## config.mk

```make
export PLATFORM = sky130hd
export DESIGN_NAME = pkey_guard
export DESIGN_NICKNAME = d
export VERILOG_FILES = /design/src/rtl/pkey_pkg.sv /design/src/rtl/pkey_rights_reg.sv /design/src/rtl/pkey_eval.sv /design/src/rtl/pkey_result_stage.sv /design/src/rtl/pkey_guard.sv
export SDC_FILE = /design/constraint.sdc
export NUM_CORES = 1
export LEC_CHECK = 0
export CAP_MARGIN = 25
export CORE_UTILIZATION = 43
export DETAILED_ROUTE_END_ITERATION = 6
export PLACE_DENSITY = 0.94
export SYNTH_ARGS = -nofsm -noshare
export SYNTH_HDL_FRONTEND = slang
export SYNTH_SLANG_ARGS = --single-unit
```

## constraint.sdc

```tcl
create_clock -name clk -period 5 [get_ports clk]
set_clock_uncertainty 0.2 [all_clocks]
set_input_delay 0.75 -clock clk [delete_from_list [all_inputs] [get_ports clk]]
set_output_delay 0.75 -clock clk [all_outputs]
set_load 0.005 [all_outputs]
```

## src/rtl/pkey_pkg.sv

```systemverilog
package pkey_pkg;

    // Access kind encoding: bit 1 set means instruction fetch
    typedef enum logic [1:0] {
        ACC_LOAD    = 2'd0,
        ACC_STORE   = 2'd1,
        ACC_IFETCH  = 2'd2,
        ACC_IFETCH2 = 2'd3
    } acc_kind_e;

    // Fault cause reported with each verdict
    typedef enum logic [1:0] {
        CAUSE_NONE   = 2'd0,
        CAUSE_ACCESS = 2'd1,
        CAUSE_WRITE  = 2'd2
    } fault_cause_e;

    typedef struct packed {
        logic         valid;
        logic         allow;
        fault_cause_e cause;
    } verdict_t;

endpackage

```

## src/rtl/pkey_rights_reg.sv

```systemverilog
module pkey_rights_reg #(
    parameter int unsigned RIGHTS_W = 32
) (
    input  logic                clk,
    input  logic                rst_n,
    input  logic                wr_en,
    input  logic [RIGHTS_W-1:0] wr_data,
    output logic [RIGHTS_W-1:0] rights_o
);

    typedef struct packed {
        logic [RIGHTS_W-1:0] rights;
    } reg_state_t;

    reg_state_t state_d, state_q;

    always_comb begin
        state_d = state_q;
        if (wr_en) begin
            state_d.rights = wr_data;
        end
    end

    always_ff @(posedge clk) begin
        if (!rst_n) begin
            state_q <= '0;
        end else begin
            state_q <= state_d;
        end
    end

    assign rights_o = state_q.rights;

    AST_RIGHTS_HOLD: assert property (@(posedge clk) disable iff (!rst_n)
        !$past(wr_en) |-> $stable(rights_o));

    AST_RIGHTS_LOAD: assert property (@(posedge clk) disable iff (!rst_n)
        $past(wr_en) && $past(rst_n) |-> rights_o == $past(wr_data));

endmodule

```

## src/rtl/pkey_eval.sv

```systemverilog
module pkey_eval
    import pkey_pkg::*;
#(
    parameter int unsigned NUM_KEYS = 16,
    localparam int unsigned KEY_W    = $clog2(NUM_KEYS),
    localparam int unsigned RIGHTS_W = 2 * NUM_KEYS
) (
    input  logic [RIGHTS_W-1:0] rights_i,
    input  logic [KEY_W-1:0]    key_i,
    input  logic [1:0]          kind_i,
    input  logic                long_mode_i,
    output logic                allow_o,
    output fault_cause_e        cause_o
);

    logic [NUM_KEYS-1:0] acc_dis;
    logic [NUM_KEYS-1:0] wr_dis;

    // Split the rights word into per-key restriction vectors
    for (genvar k = 0; k < NUM_KEYS; k++) begin : g_split
        assign acc_dis[k] = rights_i[2*k];
        assign wr_dis[k]  = rights_i[2*k+1];
    end

    logic sel_ad, sel_wd, is_fetch, is_store;

    always_comb begin
        sel_ad   = acc_dis[key_i];
        sel_wd   = wr_dis[key_i];
        is_fetch = kind_i[1];
        is_store = (kind_i == ACC_STORE);
        cause_o  = CAUSE_NONE;
        if (long_mode_i && !is_fetch) begin
            if (sel_ad) begin
                cause_o = CAUSE_ACCESS;
            end else if (sel_wd && is_store) begin
                cause_o = CAUSE_WRITE;
            end
        end
        allow_o = (cause_o == CAUSE_NONE);
    end

endmodule

```

## src/rtl/pkey_result_stage.sv

```systemverilog
module pkey_result_stage
    import pkey_pkg::*;
(
    input  logic         clk,
    input  logic         rst_n,
    input  logic         in_valid,
    input  logic         in_allow,
    input  fault_cause_e in_cause,
    output logic         out_valid,
    output logic         out_allow,
    output fault_cause_e out_cause
);

    verdict_t vr_d, vr_q;

    always_comb begin
        vr_d.valid = in_valid;
        vr_d.allow = in_valid ? in_allow : 1'b0;
        vr_d.cause = in_valid ? in_cause : CAUSE_NONE;
    end

    always_ff @(posedge clk) begin
        if (!rst_n) begin
            vr_q <= '0;
        end else begin
            vr_q <= vr_d;
        end
    end

    assign out_valid = vr_q.valid;
    assign out_allow = vr_q.allow;
    assign out_cause = vr_q.cause;

    AST_STROBE_FOLLOWS: assert property (@(posedge clk) disable iff (!rst_n)
        out_valid |-> $past(in_valid));

    AST_CAUSE_LEGAL: assert property (@(posedge clk) disable iff (!rst_n)
        out_valid |-> out_cause != fault_cause_e'(2'd3));

endmodule

```

## src/rtl/pkey_guard.sv

```systemverilog
module pkey_guard
    import pkey_pkg::*;
#(
    parameter int unsigned NUM_KEYS = 16,
    localparam int unsigned KEY_W    = $clog2(NUM_KEYS),
    localparam int unsigned RIGHTS_W = 2 * NUM_KEYS
) (
    input  logic                clk,
    input  logic                rst_n,
    input  logic                reg_wr_en,
    input  logic [RIGHTS_W-1:0] reg_wr_data,
    output logic [RIGHTS_W-1:0] reg_rd_data,
    input  logic                chk_valid,
    input  logic [KEY_W-1:0]    chk_key,
    input  logic [1:0]          chk_kind,
    input  logic                chk_long_mode,
    output logic                res_valid,
    output logic                res_allow,
    output logic [1:0]          res_cause
);

    logic [RIGHTS_W-1:0] rights;
    logic                ev_allow;
    fault_cause_e        ev_cause;
    fault_cause_e        rs_cause;

    pkey_rights_reg #(.RIGHTS_W(RIGHTS_W)) u_rights (
        .clk      (clk),
        .rst_n    (rst_n),
        .wr_en    (reg_wr_en),
        .wr_data  (reg_wr_data),
        .rights_o (rights)
    );

    pkey_eval #(.NUM_KEYS(NUM_KEYS)) u_eval (
        .rights_i    (rights),
        .key_i       (chk_key),
        .kind_i      (chk_kind),
        .long_mode_i (chk_long_mode),
        .allow_o     (ev_allow),
        .cause_o     (ev_cause)
    );

    pkey_result_stage u_result (
        .clk       (clk),
        .rst_n     (rst_n),
        .in_valid  (chk_valid),
        .in_allow  (ev_allow),
        .in_cause  (ev_cause),
        .out_valid (res_valid),
        .out_allow (res_allow),
        .out_cause (rs_cause)
    );

    assign reg_rd_data = rights;
    assign res_cause   = rs_cause;

    AST_FETCH_BYPASS: assert property (@(posedge clk) disable iff (!rst_n)
        res_valid && $past(chk_kind[1]) |-> res_allow);

    AST_MODE_BYPASS: assert property (@(posedge clk) disable iff (!rst_n)
        res_valid && !$past(chk_long_mode) |-> res_allow);

    AST_ALLOW_CAUSE: assert property (@(posedge clk) disable iff (!rst_n)
        res_valid |-> (res_allow == (res_cause == 2'd0)));

    AST_LOAD_NO_WD: assert property (@(posedge clk) disable iff (!rst_n)
        res_valid && $past(chk_kind) == 2'd0 |-> res_cause != 2'd2);

endmodule

```

==> Yosys cells after proc, flatten, opt, wreduce, memory -nomap -nowiden <==
Index checks and enable logic that the tools add are counted.
{ "totals": {"reg_bits": 36, "output_inout_bits": 36} }
{ "op_classes": {"mux": 7, "n_eq_ne": 1, "reduce_logical": 5, "n_lt_le_gt_ge": 1} }
{ "op_table": {"columns": ["op", "count"], "rows": [
  ["binary-select mux 1 bit (select 4 bit)", 2],
  ["2-to-1 mux 2 bit", 3],
  ["< comparator 4 x 5 -> 1 bit (second input constant)", 1],
  ["equality test 2 x 1 -> 1 bit (second input constant)", 1],
  ["logical AND 1 bit", 2],
  ["zero test 2 bit", 1],
  ["2-to-1 mux 1 bit", 2],
  ["AND reduction 2 bit", 1],
  ["zero test 1 bit", 1]
]} }

==> Logic depth before layout (Yosys ltp) <==
Gate-level depths: netlist of the first run.
{ "logic_depth": {"ltp_word": 7, "mapped_depth": 6} }

==> Cells and area by module <==
Synthesis of the first run repeated with hierarchy kept, for this count alone.
{ "hier_totals": {"cells_unflattened": 147, "hier_area_um2": 1702.9} }
{ "by_module_without_submodules": {"columns": ["module", "area_each_um2", "cells_each", "instances", "seq_area_each_um2"], "rows": [
  ["pkey_rights_reg", 1243.7, 103, 1, 640.6],
  ["pkey_eval", 352.8, 36, 1, 0.0],
  ["pkey_result_stage", 106.4, 8, 1, 80.1]
]} }

==> Least setup slack after synthesis of the first run <==
OpenSTA, ideal clock, no wires.
{ "synth_path": {"kind": "input to register", "start": "input chk_key[0]", "end": "register u_result.vr_q (netlist bit u_result.out_allow)", "cell_stages": 6, "setup_time_ns": 0.070, "n_path_buf": 1, "slack_ns": 2.606, "arrival_time_ns": 2.124, "path_cell_list": "buf_6 -> mux4_1 -> mux2i_1 -> mux2i_1 -> or3_1 -> a21boi_1"} }
{ "synth_via": {"elab_chain_cells": 7, "word_cells_on_any_way": 9} }
{ "synth_rtl": {"columns": ["item", "line_no", "text"], "rows": [
  ["start, declared", "pkey_guard.sv:14", "input logic [KEY_W-1:0] chk_key,"],
  ["binary-select mux 1 bit (select 4 bit)", "pkey_eval.sv:29", "sel_wd = wr_dis[key_i];"],
  ["2-to-1 mux 1 bit (implied by the code)", "pkey_eval.sv:29", null],
  ["logical AND 1 bit", "pkey_eval.sv:36", "end else if (sel_wd && is_store) begin"],
  ["2-to-1 mux 2 bit", "pkey_eval.sv:36", null],
  ["2-to-1 mux 2 bit *", "pkey_eval.sv:34", "if (sel_ad) begin"],
  ["2-to-1 mux 2 bit *", "pkey_eval.sv:33", "if (long_mode_i && !is_fetch) begin"],
  ["zero test 2 bit *", "pkey_eval.sv:40", "allow_o = (cause_o == CAUSE_NONE);"],
  ["end signal, assigned", "pkey_result_stage.sv:26", "vr_q <= vr_d;"],
  ["end, declared", "pkey_result_stage.sv:14", "verdict_t vr_d, vr_q;"]
]} }
Mark *: on every way between the ends. The rest lies on a longest branch, timed or not. The select of a mux whose other input is x is not followed.
A chain may end at the register's enable or synchronous reset.

==> Worst setup path in the final report of the first run <==
Ends and elaborated chain as after synthesis.

==> impl_metrics.tcl, run 1 <==
set metrics [dict create \
    dp_hpwl_mm 2.98 \
    final_max_slew_viol_count 0 \
    fin_cells 263 \
    synth_mux_area_share_pct 34.1 \
    switching_share_pct 22.0 \
    grt_usage_pct 21.5 \
    die-height_um 63.4 \
    synth-simple-area-share_pct 16.4 \
    syn-num-nets 183 \
    drtIter0Drc 81 \
    synth_cell_types 20 \
    yosysSeqAreaShare_pct 44.4 \
    coreArea_mm2 0.00347 \
    start_util_pct 46.8 \
    clockBufferDepth 2 \
    met2_usage_pct 35.0 \
    routedWlPerCell_um 15.6 \
    fillCellCount 257 \
    yosys.area_share.adder_pct 0 \
    floorplan.rows 21 \
    post_cts_resized 0 \
    yosys_register_bits 36 \
    arrival_ns 3.02 \
    finalPower_mw 0.689 \
    cts_setup_buffers 0 \
    crit_type "in -> reg" \
    finalSetupViolCount 0 \
    cts_made_buffers 5 \
    num_vias 1340 \
    post-route-min-period_ns 3.01 \
    seqPwrFrac_pct 46.0 \
    fin_crit_sh_pct 60.1 \
    cp-start-kind "input pin" \
    drive_gt1_share_pct 5.99 \
    leakage_nw 1.05 \
    endpoint_kind "flip-flop" \
    grt_pass1_wl_mm 6.39 \
    synth_compound_gate_area_share_pct 1.85 \
    rsz0062_at_grt "false" \
    cts_tree "built" \
    ioPinCount 79 \
    combPwrFrac_pct 18.4 \
    drcViolationCount 0 \
    yosysWarnings 0 \
    die_w_um 63.4 \
    fin_nets 259 \
    crit_buf_inv 1 \
    wirelength_mm 4.11 \
    synth_xor_area_share_pct 0 \
    via_per_inst 5.10 \
    gp_congestion 0.852 \
    dieArea_mm2 0.00402 \
    worst_slack_ns 1.99 \
    cts.sinks 36 \
    worst_ep_required_time_ns 5.01 \
    root_buffer "clkbuf_8" \
    clkTransAtPathRegs_ns 0.06 \
    top_usage_layer "met2" \
    power.switching_mw 0.152 \
    power_density_mw_per_mm2 274 \
    syn-cell-area_mm2 0.00162 \
    first_pass_iters 4 \
    insertion_delay_ns 0.29 \
    grt_use_met3_pct 6.34 \
    mostFrequentLayoutCell "clkdlybuf4s50_1" \
    overflow 0 \
    syn_avg_cell_area_um2 11.6 \
    cp_top_family "multiplexers" \
    power.internal_mw 0.537 \
    peakVddDrop_uv 164 \
    worst_pin_slew_ns 0.938 \
    ant_nets 0 \
    cp_max_fo 10 \
    h-tree-depth 2 \
    yosysTopAreaCellShare_pct 44.4 \
    antenna_found_initial 0 \
    syn2layout_area_growth_pct 55.0 \
    final_cell_mix "clkdlybuf4s50_1 (77), dfxtp_1 (36), mux2i_1 (35)" \
    yosysTopAreaCell "dfxtp_1" \
    final-hold-violation-count 0 \
    crit_top_cell "mux2i_1" \
    min_path_type "reg -> reg" \
    port_buffers 78 \
    cap_violations 0 \
    synthTopCellsByArea "dfxtp_1 (44%), mux2i_1 (22%), nor2b_1 (13%), mux4_1 (9.7%), mux2_2 (2.8%)" \
    use_met1_pct 24.7 \
    synth_top_family_by_area "multiplexers" \
    holdBufCountCts 0 \
    worst_slew_margin_rel_pct 37.5 \
    slowest_delay_ns 0.80 \
    pwr-share-clk_pct 35.6 \
    dpl_worst_slack_ns 1.74 \
    status "finished clean" \
    slowest_stage "clkdlybuf4s50_1" \
    postSynthCellCount 140 \
    grt_pass1_vias 1294 \
    fmax_mhz 333 \
    tns_ns 0 \
    crit_chain "clkdlybuf4s50_1 > mux4_1 > mux2i_1 > mux2i_1 > or3_1 > a21boi_1" \
    dp_cells 255 \
    grt_max_degree 34 \
    diodes 0 \
]
-- path summary, 6_finish.rpt --
kind                            slack (ns)                   from              endpoint  depth (start not counted)
worst max-delay path                  1.99             chk_key[0]    u_result.out_allow                          6
worst min-delay path                  0.34   u_rights.rights_o[5]  u_rights.rights_o[5]                          2
worst max register to register        3.04  u_rights.rights_o[16]    u_result.out_allow                          5
worst min register to register        0.34   u_rights.rights_o[5]  u_rights.rights_o[5]                          2
-- power groups by stage --
stage	Sequential, mW	Combinational, mW	Clock [mW]
2_1_floorplan	0.321	0.0532	0
3_3_place_gp	0.323	0.123	0
3_5_place_dp	0.323	0.126	0
4_1_cts	0.317	0.127	0.248
5_1_grt	0.319	0.136	0.263
6_report	0.317	0.127	0.245
-- logic make-up after synthesis --
family,after synthesis
buffers and inverters,10
muxes,45
and+or+nand+nor,44
AOI/OAI and AO/OA,5
DFF,36
-- worst reg2reg max path: cells and delay by family, from the launching register on --
| family | cells | cell delay (ns) |
|---|---|---|
| AOI/OAI and AO/OA | 1 | 0.15 |
| muxes | 3 | 0.78 |
| and+or+nand+nor | 1 | 0.40 |
| DFF | 1 | 0.35 |
-- flip-flops by register name, indices dropped and copies added, names as in the netlist --
| name | flops |
|---|---|
| u_rights.rights_o | 32 |
| u_result.out_valid | 1 |
| u_result.out_cause | 2 |
| u_result.out_allow | 1 |
-- Yosys cell counts, drive strengths merged --
cell and number:
a21boi 1, buf 5, nor2b 33, nor4b 1, inv 1, and3 1, nor4 1, mux2i 35
nand2 2, o22ai 2, o21ai 2, mux4 6, clkbuf 4, nor2 3, mux2 4, and2 1
dfxtp 36, nand2b 1, or3 1
-- layer usage --
layer / vias to the layer above / wire, µm
met5: - / 0
met4: 0 / 118
met3: 10 / 304
met2: 68 / 1950
met1: 617 / 1740
li1: 645 / -
-- through the flow --
stage | util [%] | instance area (µm²) | hold WS, ns
detailed placement | 69.4 | 2410 | 0.335
global route | 72.5 | 2510 | 0.367
finish | 72.5 | 2510 | 0.345
CTS | 72.5 | 2510 | 0.345
global placement | 69.4 | 2410 | 0.328
floorplan | - | 1620 | 0.320
-- layout make-up --
class	instances	area, µm²	share of cell area (%)
inverters	1	3.75	0.149
repair buffers	78	776	30.8
multi-input cells	94	850	33.8
clock buffers	6	72.6	2.89
flip-flops and latches	36	721	28.7
clock inverters	2	35.0	1.39
well taps	46	57.6	2.29
Power figures use the tool's default switching activity.
==> run 2: changes to the inputs <==
--- a/config.mk
+++ b/config.mk
@@ -6,9 +6,9 @@
 export NUM_CORES = 1
 export LEC_CHECK = 0
 export CAP_MARGIN = 25
-export CORE_UTILIZATION = 43
+export CORE_UTILIZATION = 40
 export DETAILED_ROUTE_END_ITERATION = 6
-export PLACE_DENSITY = 0.94
+export PLACE_DENSITY = 0.89
 export SYNTH_ARGS = -nofsm -noshare
 export SYNTH_HDL_FRONTEND = slang
 export SYNTH_SLANG_ARGS = --single-unit
==> constraint.sdc (replaced) <==
create_clock -name clk -period 2.8 [get_ports clk]
set_clock_uncertainty 0.2 [all_clocks]
set_input_delay 0.42 -clock clk [delete_from_list [all_inputs] [get_ports clk]]
set_output_delay 0.42 -clock clk [all_outputs]
set_load 0.005 [all_outputs]
==> impl_metrics.tcl, run 2 (synthesis gave the netlist of run 1 again) <==
set metrics [dict create \
    status "finished clean" \
    die-height_um 65.7 \
    coreArea_mm2 0.00377 \
    drt-met1-wl_mm 1.71 \
    hold_depth 2 \
    antenna_found_initial 0 \
    crit_type "in -> reg" \
    rsz0062_at_grt "false" \
    met2_wirelength_mm 1.76 \
    worst_slew_margin_rel_pct 64.6 \
    finalPower_mw 1.16 \
    die_w_um 65.7 \
    slowest_delay_ns 0.70 \
    ant_nets 0 \
    floorplan.rows 22 \
    leakage_nw 1.06 \
    grt_max_degree 33 \
    fmax_mhz 399 \
    first_pass_iters 4 \
    fin_util_pct 67.1 \
    peakVddDrop_uv 279 \
    top_layer_used "met4" \
    slowest_stage "clkdlybuf4s50_1" \
    dp_hpwl_mm 2.85 \
    crit_top_cell "mux2i_1" \
    wirelength_mm 3.77 \
    holdWs_ns 0.340 \
    dpl_cell_area_mm2 0.00244 \
    worst_pin_slew_ns 0.531 \
    startpoint "chk_key[0]" \
    insertion_delay_ns 0.28 \
    worst_ep_required_time_ns 2.81 \
    mostFrequentLayoutCell "clkdlybuf4s50_1" \
    arrival_ns 2.52 \
    grt_pass1_wl_mm 5.85 \
    clkTransAtPathRegs_ns 0.07 \
    cap_violations 0 \
    dieArea_mm2 0.00432 \
    drive_gt1_share_pct 7.24 \
    cts.sinks 36 \
    gp_congestion 0.757 \
    drtIter0Drc 54 \
    final_max_slew_viol_count 0 \
    finalSetupViolCount 0 \
    post-route-min-period_ns 2.51 \
    power_density_mw_per_mm2 457 \
    drcViolationCount 0 \
    fin_area_mm2 0.00253 \
    min_from "u_rights.rights_o[23]" \
    grt_pass1_vias 1215 \
    syn2layout_area_growth_pct 55.9 \
    diodes 0 \
    fin_crit_sh_pct 89.5 \
    cp-start-kind "input pin" \
    cts_setup_buffers 0 \
    fin_nets 263 \
    start_util_pct 43.0 \
    ioPinCount 79 \
    routedWlPerCell_um 14.0 \
    crit_chain "clkdlybuf4s50_1 > mux4_1 > mux2i_1 > mux2i_1 > or3_1 > a21boi_1" \
    endpoint_kind "flip-flop" \
    final-hold-violation-count 0 \
    final_cell_mix "clkdlybuf4s50_1 (77), dfxtp_1 (36), mux2i_1 (35)" \
    holdBufCountCts 0 \
    via_per_inst 4.82 \
    largest_reg_flops 32 \
    post_cts_resized 0 \
    reg2reg_depth 5 \
    port_buffers 78 \
    h-tree-depth 2 \
    fillCellCount 295 \
    root_buffer "clkbuf_8" \
    worstReg2RegStart "u_rights.rights_o[18]" \
    cts_made_buffers 5 \
    cp_max_fo 8 \
    grt_usage_pct 18.5 \
    min_path_type "reg -> reg" \
    route.met3.wl_um 256 \
    clockBufferDepth 2 \
    num_vias 1297 \
    overflow 0 \
    cts_tree "built" \
    tns_ns 0 \
]
## run 2: changes by cell type in the layout (fill, tap and decap cells not counted)
cell / before / now
clkbuf_1: 1 / 2
bufinv_16: 1 / 0
clkbuf_8: 5 / 6
buf_4: 0 / 4
clkinv_2: 1 / 0
## run 2: where the power goes
part           total, mW  internal (mW)  switching [mW]
Sequential         0.566          0.542          0.0235
Clock              0.365          0.200           0.165
Combinational      0.226          0.156          0.0701
## run 2: path summary, 6_finish.rpt
kind | end | slack [ns]
setup / recovery | u_result.out_allow | 0.29
hold / removal | u_rights.rights_o[23] | 0.34
setup reg to reg | u_result.out_allow | 0.90
hold reg to reg | u_rights.rights_o[23] | 0.34
## run 2: critical path: cells and delay by family
| kind | cells | cell delay, ns |
|---|---|---|
| AO/OA/AOI/OAI | 1 | 0.14 |
| multiplexers | 3 | 0.87 |
| buffers and inverters | 1 | 0.70 |
| AND/OR/NAND/NOR | 1 | 0.39 |
## run 2: layout make-up
cell class              count  area [µm²]  area share (%)
multi-input cells          94         850            33.6
clock buffers               8        90.1            3.56
repair buffers             82         806            31.8
inverters                   1        3.75           0.148
flip-flops and latches     36         721            28.5
well taps                  48        60.1            2.37
## run 2: through the flow
stage	std cells	worst slack (ns)
finish	269	0.293
floorplan	140	0.736
detailed placement	261	0.00320
global route	269	0.175
global placement	261	0.0685
CTS	269	0.307
## run 2: layer usage
| metal | vias to the layer above | global-route usage (%) |
|---|---|---|
| li1 | 655 | - |
| met1 | 587 | 24.5 |
| met2 | 49 | 27.9 |
| met3 | 6 | 4.69 |
| met4 | 0 | 8.42 |
| met5 | - | 0 |
